[config.mk]
export PLATFORM = sky130hd
export DESIGN_NAME = seg_addr_gen
export DESIGN_NICKNAME = d
export VERILOG_FILES = /design/src/rtl/seg_pkg.sv /design/src/rtl/seg_code_reg.sv /design/src/rtl/seg_table_reg.sv /design/src/rtl/seg_offset_alu.sv /design/src/rtl/seg_addr_gen.sv
export SDC_FILE = /design/constraint.sdc
export NUM_CORES = 1
export LEC_CHECK = 0
export ABC_AREA = 1
export BUFFER_PORTS_ARGS = -buffer_cell sky130_fd_sc_hd__clkbuf_2
export CELL_PAD_IN_SITES_DETAIL_PLACEMENT = 1
export CELL_PAD_IN_SITES_GLOBAL_PLACEMENT = 1
export CORE_MARGIN = 4
export CORE_UTILIZATION = 30
export CTS_CLUSTER_SIZE = 8
export DETAILED_ROUTE_END_ITERATION = 7
export GPL_ROUTABILITY_DRIVEN = 1
export GPL_TIMING_DRIVEN = 0
export HOLD_SLACK_MARGIN = 0.05
export PLACE_DENSITY = 0.92
export RECOVER_POWER = 50
export SLEW_MARGIN = 20
export SYNTH_ARGS = -nofsm -noshare
export SYNTH_HDL_FRONTEND = slang
export SYNTH_HIERARCHICAL = 1
export SYNTH_SLANG_ARGS = --single-unit
[constraint.sdc]
create_clock -name clk -period 3.53 [get_ports clk]
set_input_delay 0.1765 -clock clk [delete_from_list [all_inputs] [get_ports clk]]
set_output_delay 0.1765 -clock clk [all_outputs]
set_load 0.005 [all_outputs]
[src/rtl/seg_pkg.sv]
package seg_pkg;
  localparam int SEG_W_D   = 4;
  localparam int REG_W_D   = 8;
  localparam int OFS_W_D   = 16;
  localparam int SFR_AW_D  = 16;
  localparam int TSR_ADR_D = 16'h0008;

  // Source that updates the code segment on the next edge, in priority order
  typedef enum logic [1:0] {
    CS_HOLD = 2'd0,
    CS_FAR  = 2'd1,
    CS_RTI  = 2'd2,
    CS_IRQ  = 2'd3
  } cs_src_e;
endpackage

[src/rtl/seg_code_reg.sv]
module seg_code_reg
  import seg_pkg::*;
#(
  parameter int SEG_W = SEG_W_D,
  parameter int REG_W = REG_W_D,
  parameter int OFS_W = OFS_W_D
) (
  input  logic                   clk,
  input  logic                   rst_n,
  input  logic                   far_valid,
  input  logic [REG_W-1:0]       far_seg,
  input  logic                   rti_valid,
  input  logic [REG_W-1:0]       rti_seg,
  input  logic                   irq_valid,
  output logic                   irq_ready,
  input  logic                   exp_mode,
  input  logic [OFS_W-1:0]       pc_in,
  output logic                   push_valid,
  input  logic                   push_ready,
  output logic [REG_W+OFS_W-1:0] push_data,
  output logic                   push_seg,
  output logic [SEG_W-1:0]       seg_q
);
  localparam int PAD_W = REG_W - SEG_W;

  cs_src_e          src;
  logic             irq_acc;
  logic [SEG_W-1:0] seg_d;

  assign irq_ready = !push_valid || push_ready;
  assign irq_acc   = irq_valid && irq_ready;

  always_comb begin
    if (far_valid)      src = CS_FAR;
    else if (rti_valid) src = CS_RTI;
    else if (irq_acc)   src = CS_IRQ;
    else                src = CS_HOLD;
  end

  always_comb begin
    unique case (src)
      CS_FAR:  seg_d = far_seg[SEG_W-1:0];
      CS_RTI:  seg_d = rti_seg[SEG_W-1:0];
      CS_IRQ:  seg_d = '0;
      default: seg_d = seg_q;
    endcase
  end

  always_ff @(posedge clk or negedge rst_n) begin
    if (!rst_n) seg_q <= '0;
    else        seg_q <= seg_d;
  end

  // Push holding stage: captures the value before any same-cycle update
  always_ff @(posedge clk or negedge rst_n) begin
    if (!rst_n) begin
      push_valid <= 1'b0;
      push_data  <= '0;
      push_seg   <= 1'b0;
    end else if (irq_acc) begin
      push_valid <= 1'b1;
      push_data  <= {{PAD_W{1'b0}}, seg_q, pc_in};
      push_seg   <= exp_mode;
    end else if (push_ready) begin
      push_valid <= 1'b0;
    end
  end
endmodule

[src/rtl/seg_table_reg.sv]
module seg_table_reg
  import seg_pkg::*;
#(
  parameter int SEG_W   = SEG_W_D,
  parameter int REG_W   = REG_W_D,
  parameter int SFR_AW  = SFR_AW_D,
  parameter int TSR_ADR = TSR_ADR_D
) (
  input  logic              clk,
  input  logic              rst_n,
  input  logic              we,
  input  logic [SFR_AW-1:0] addr,
  input  logic [REG_W-1:0]  wdata,
  output logic [REG_W-1:0]  rdata,
  output logic [SEG_W-1:0]  seg_q
);
  localparam int PAD_W = REG_W - SEG_W;
  localparam logic [SFR_AW-1:0] HIT_ADR = SFR_AW'(TSR_ADR);

  logic hit;
  assign hit = (addr == HIT_ADR);

  always_ff @(posedge clk or negedge rst_n) begin
    if (!rst_n)         seg_q <= '0;
    else if (we && hit) seg_q <= wdata[SEG_W-1:0];
  end

  assign rdata = hit ? {{PAD_W{1'b0}}, seg_q} : '0;
endmodule

[src/rtl/seg_offset_alu.sv]
module seg_offset_alu
  import seg_pkg::*;
#(
  parameter int OFS_W = OFS_W_D
) (
  input  logic [OFS_W-1:0] pc_in,
  output logic [OFS_W-1:0] pc_next,
  input  logic [OFS_W-1:0] base,
  input  logic [OFS_W-1:0] disp,
  output logic [OFS_W-1:0] tbl_ofs
);
  // Both sums are truncated to the offset width; the carry is discarded
  logic [OFS_W:0] pc_sum;
  logic [OFS_W:0] tb_sum;

  assign pc_sum  = {1'b0, pc_in} + {{OFS_W{1'b0}}, 1'b1};
  assign tb_sum  = {1'b0, base} + {1'b0, disp};
  assign pc_next = pc_sum[OFS_W-1:0];
  assign tbl_ofs = tb_sum[OFS_W-1:0];
endmodule

[src/rtl/seg_addr_gen.sv]
module seg_addr_gen
  import seg_pkg::*;
#(
  parameter int SEG_W   = SEG_W_D,
  parameter int REG_W   = REG_W_D,
  parameter int OFS_W   = OFS_W_D,
  parameter int SFR_AW  = SFR_AW_D,
  parameter int TSR_ADR = TSR_ADR_D
) (
  input  logic                   clk,
  input  logic                   rst_n,
  input  logic                   far_valid,
  input  logic [REG_W-1:0]       far_seg,
  input  logic                   rti_valid,
  input  logic [REG_W-1:0]       rti_seg,
  input  logic                   irq_valid,
  output logic                   irq_ready,
  input  logic                   exp_mode,
  output logic                   push_valid,
  input  logic                   push_ready,
  output logic [REG_W+OFS_W-1:0] push_data,
  output logic                   push_seg,
  input  logic                   sfr_we,
  input  logic [SFR_AW-1:0]      sfr_addr,
  input  logic [REG_W-1:0]       sfr_wdata,
  output logic [REG_W-1:0]       sfr_rdata,
  input  logic [OFS_W-1:0]       pc_in,
  output logic [OFS_W-1:0]       pc_next,
  input  logic [OFS_W-1:0]       tbl_base,
  input  logic [OFS_W-1:0]       tbl_disp,
  input  logic                   addr_sel,
  output logic [SEG_W+OFS_W-1:0] phys_addr,
  output logic [REG_W-1:0]       code_seg,
  output logic [REG_W-1:0]       table_seg
);
  localparam int PAD_W = REG_W - SEG_W;

  logic [SEG_W-1:0] cs_q;
  logic [SEG_W-1:0] ts_q;
  logic [OFS_W-1:0] tbl_ofs;

  seg_code_reg #(.SEG_W(SEG_W), .REG_W(REG_W), .OFS_W(OFS_W)) u_code (
    .clk        (clk),
    .rst_n      (rst_n),
    .far_valid  (far_valid),
    .far_seg    (far_seg),
    .rti_valid  (rti_valid),
    .rti_seg    (rti_seg),
    .irq_valid  (irq_valid),
    .irq_ready  (irq_ready),
    .exp_mode   (exp_mode),
    .pc_in      (pc_in),
    .push_valid (push_valid),
    .push_ready (push_ready),
    .push_data  (push_data),
    .push_seg   (push_seg),
    .seg_q      (cs_q)
  );

  seg_table_reg #(.SEG_W(SEG_W), .REG_W(REG_W), .SFR_AW(SFR_AW), .TSR_ADR(TSR_ADR)) u_table (
    .clk   (clk),
    .rst_n (rst_n),
    .we    (sfr_we),
    .addr  (sfr_addr),
    .wdata (sfr_wdata),
    .rdata (sfr_rdata),
    .seg_q (ts_q)
  );

  seg_offset_alu #(.OFS_W(OFS_W)) u_alu (
    .pc_in   (pc_in),
    .pc_next (pc_next),
    .base    (tbl_base),
    .disp    (tbl_disp),
    .tbl_ofs (tbl_ofs)
  );

  always_comb begin
    if (addr_sel) phys_addr = {ts_q, tbl_ofs};
    else          phys_addr = {cs_q, pc_in};
  end

  assign code_seg  = {{PAD_W{1'b0}}, cs_q};
  assign table_seg = {{PAD_W{1'b0}}, ts_q};
endmodule

==> run metrics <==
Synth Flop Type dfrtp_1; non-filler cells, final between 700 and 800; synth top area cells nand2_1, dfrtp_1, inv_1; die area between 10,000 and 15,000 µm²; Initial Util a little under a third; vias in the first global route 3,727; setup TNS 0 ns; Max Cap Violations 1; Reg power frac between 30% and 40%; worst rel slew slack -6.12%; core area 9730 µm²; CTS tree built; first-pass detailed-route iteration total 4; CTS sink count 30; routed len/inst around 14 µm; final wirelength about 11 mm; f_max ~500 MHz; Reg area around 750 µm²; clk buf depth 2; HP Class in2reg; total power about 1.2 mW; multi-input logic area 1840 µm²; Worst Tran Pin Value 1.59 ns; register area share after synthesis between 20% and 30%; Ports about 180; commonest cells in the netlist nand2_1, inv_1, nand3_1; synth unique cells 28; Min Clock Period, post-route 1.99 ns; layout net count 770; Layout area overhead 34.7%; Pint around 0.74 mW; Fin. Hold Viols 0; PD cells between 200 and 300 nW/µm²; Static Leakage 2.47 nW; outcome complete, but fails checks; fin. max-slew vios 31; WP data required 3.35 ns; Post-Synthesis Cells 480; Layout fillers 1,405; H-tree levels 2; CP Launch Type input pin; critical path peak fanout 3; Final Skew around 0.0057 ns; leading area contributor after synthesis nand2_1; Row Count 36; die width between 100 and 150 µm; EDFF count, synth 0; number of diodes 0; Period Utilization, post-route a little under three fifths; Iter 0 DRT Violations roughly 70; Antenna Nets Post-Route 0; synth warn 6; Placed Cells between 700 and 800; initial antenna violation count 0; Clock Tree Root clkbuf_8; Num CTS Buffers 5; first-pass GRT wire length ~17 mm; # DRC 0; hold_buf cts 1; Yosys reg bits 30; Post-CTS Setup Bufs 0; Synth async-reset ratio 100%; nature of the critical path endpoint output pin; failing checks max-capacitance violations, max-slew violations; combinational power share roughly 40%; gpl congestion 0.858; Via density between 4 and 5; largest net degree at the start of global routing 31; switching share of power a little under two fifths; RSZ-0062 raised after global routing false; Clk pwr share between 20 and 25%; P_sw roughly 0.43 mW; PnR worst setup slack about 1.5 ns; CP Class in2out; DP HPWL approximately 9.6 mm; port bufs 155; placement-stage worst setup slack 1.53 ns; GRT Overall Usage 18.1%; Final setup viols 0; CTS resizes 0; arrival time worst endpoint roughly 1.8 ns; maximum vdd drop 0.162 mV; Synth top area share about a quarter; average size of a mapped cell 6.22 µm²; layout cell share with drive strength beyond 1 26.6%; dominant cell by count in the synthesized netlist nand2_1; Clock Pin Slew Worst Setup and Hold Paths about 0.070 ns; Syn Std Cell Area around 3000 µm²; Clock Latency Late Sink 0.28 ns; vias ~3,600; die height approximately 110 µm; gr ovfl total 0
[metrics by stage]
| stage | hold slack, ns | utilization, % | cell area [µm²] |
|---|---|---|---|
| global route | 0.133 | 41.4 | 4020 |
| floorplan | -0.119 | - | 3040 |
| global placement | 0.259 | 40.9 | 3980 |
| finish | 0.135 | 41.4 | 4020 |
| CTS | 0.131 | 42.0 | 4080 |
| detailed placement | 0.266 | 40.9 | 3980 |
[layer usage]
layer  part of all wire [%]  GRT usage (%)
met4                    2.3           5.41
met3                    4.1           1.44
met2                     55           36.7
met5                      0              0
met1                     39           19.5
[cells by family (layout without fill, tap and decap cells)]
family | Yosys count | after routing | synth area share (%)
AO/OA/AOI/OAI | 16 | 16 | 2.68
other | 3 | 16 | 0.377
buffers and inverters | 84 | 248 | 14.2
adder cells (fa/ha/maj) | 17 | 17 | 7.37
XOR/XNOR | 21 | 21 | 6.16
AND/OR/NAND/NOR | 309 | 309 | 44.1
flip-flops | 30 | 30 | 25.1
[area by class of cell]
class | count | area share [%]
buffer | 26 | 4.79
clock buffer | 6 | 2.05
clock inverter | 2 | 0.311
inverter | 58 | 5.41
multi-input combinational | 379 | 45.7
sequential | 30 | 18.7
tap | 133 | 4.14
timing repair buffer | 156 | 18.9
[layout by cell type, fill, tap and decap left out, drive strengths merged]
| cell type | n |
|---|---|
| dfrtp | 30 |
| ha | 16 |
| clkbuf | 163 |
| buf | 24 |
| nor2 | 35 |
| dlygate4sd3 | 1 |
| o21ai | 1 |
| nand3b | 4 |
| nand2 | 210 |
| clkinv | 1 |
| or2 | 2 |
| nor3 | 8 |
| and2 | 1 |
| clkinvlp | 1 |
| nand4 | 7 |
| nand3 | 42 |
| conb | 16 |
| fa | 1 |
| inv | 58 |
| xnor2 | 7 |
| xor2 | 14 |
| a21oi | 15 |
[registers in the layout, indices dropped and copies added (netlist names)]
register / cells
u_code/push_valid: 1
u_code/push_seg: 1
u_code/push_data: 20
u_table/seg_q: 4
u_code/seg_q: 4
[worst paths after layout]
| path | startpoint | slack [ns] | cells after the start | end |
|---|---|---|---|---|
| max | tbl_base[0] | 1.54 | 13 | phys_addr[12] |
| min | sfr_wdata[0] | 0.14 | 3 | u_table/seg_q[0] |
| max reg2reg | u_code/push_valid | 1.99 | 5 | u_code/push_data[13] |
| min reg2reg | u_code/push_data[17] | 0.49 | 2 | u_code/push_data[17] |
| max in group asynchronous | rst_n | 1.75 | 2 | u_code/push_data[2] |
| min in group asynchronous | rst_n | 0.86 | 2 | u_code/push_data[16] |
[worst max-delay path: stages]
cell,delay [ns]
clkbuf_2,0.08
ha_1,0.23
fa_1,0.42
nand2_1,0.09
nand2_1,0.08
and2_1,0.18
nand3_1,0.10
nand3_1,0.08
nand2_1,0.07
nand2_1,0.06
nand2_1,0.07
nand2_1,0.05
clkbuf_2,0.12
[power groups by stage]
| stage | registers [mW] | clock network, mW | logic, mW |
|---|---|---|---|
| after global placement | 0.417 | 0 | 0.466 |
| after floorplan | 0.419 | 0 | 0.260 |
| final | 0.414 | 0.286 | 0.473 |
| after detailed placement | 0.421 | 0 | 0.489 |
| after CTS | 0.414 | 0.295 | 0.492 |
| after global routing | 0.419 | 0.311 | 0.538 |
(Power assumes the default switching activity.)
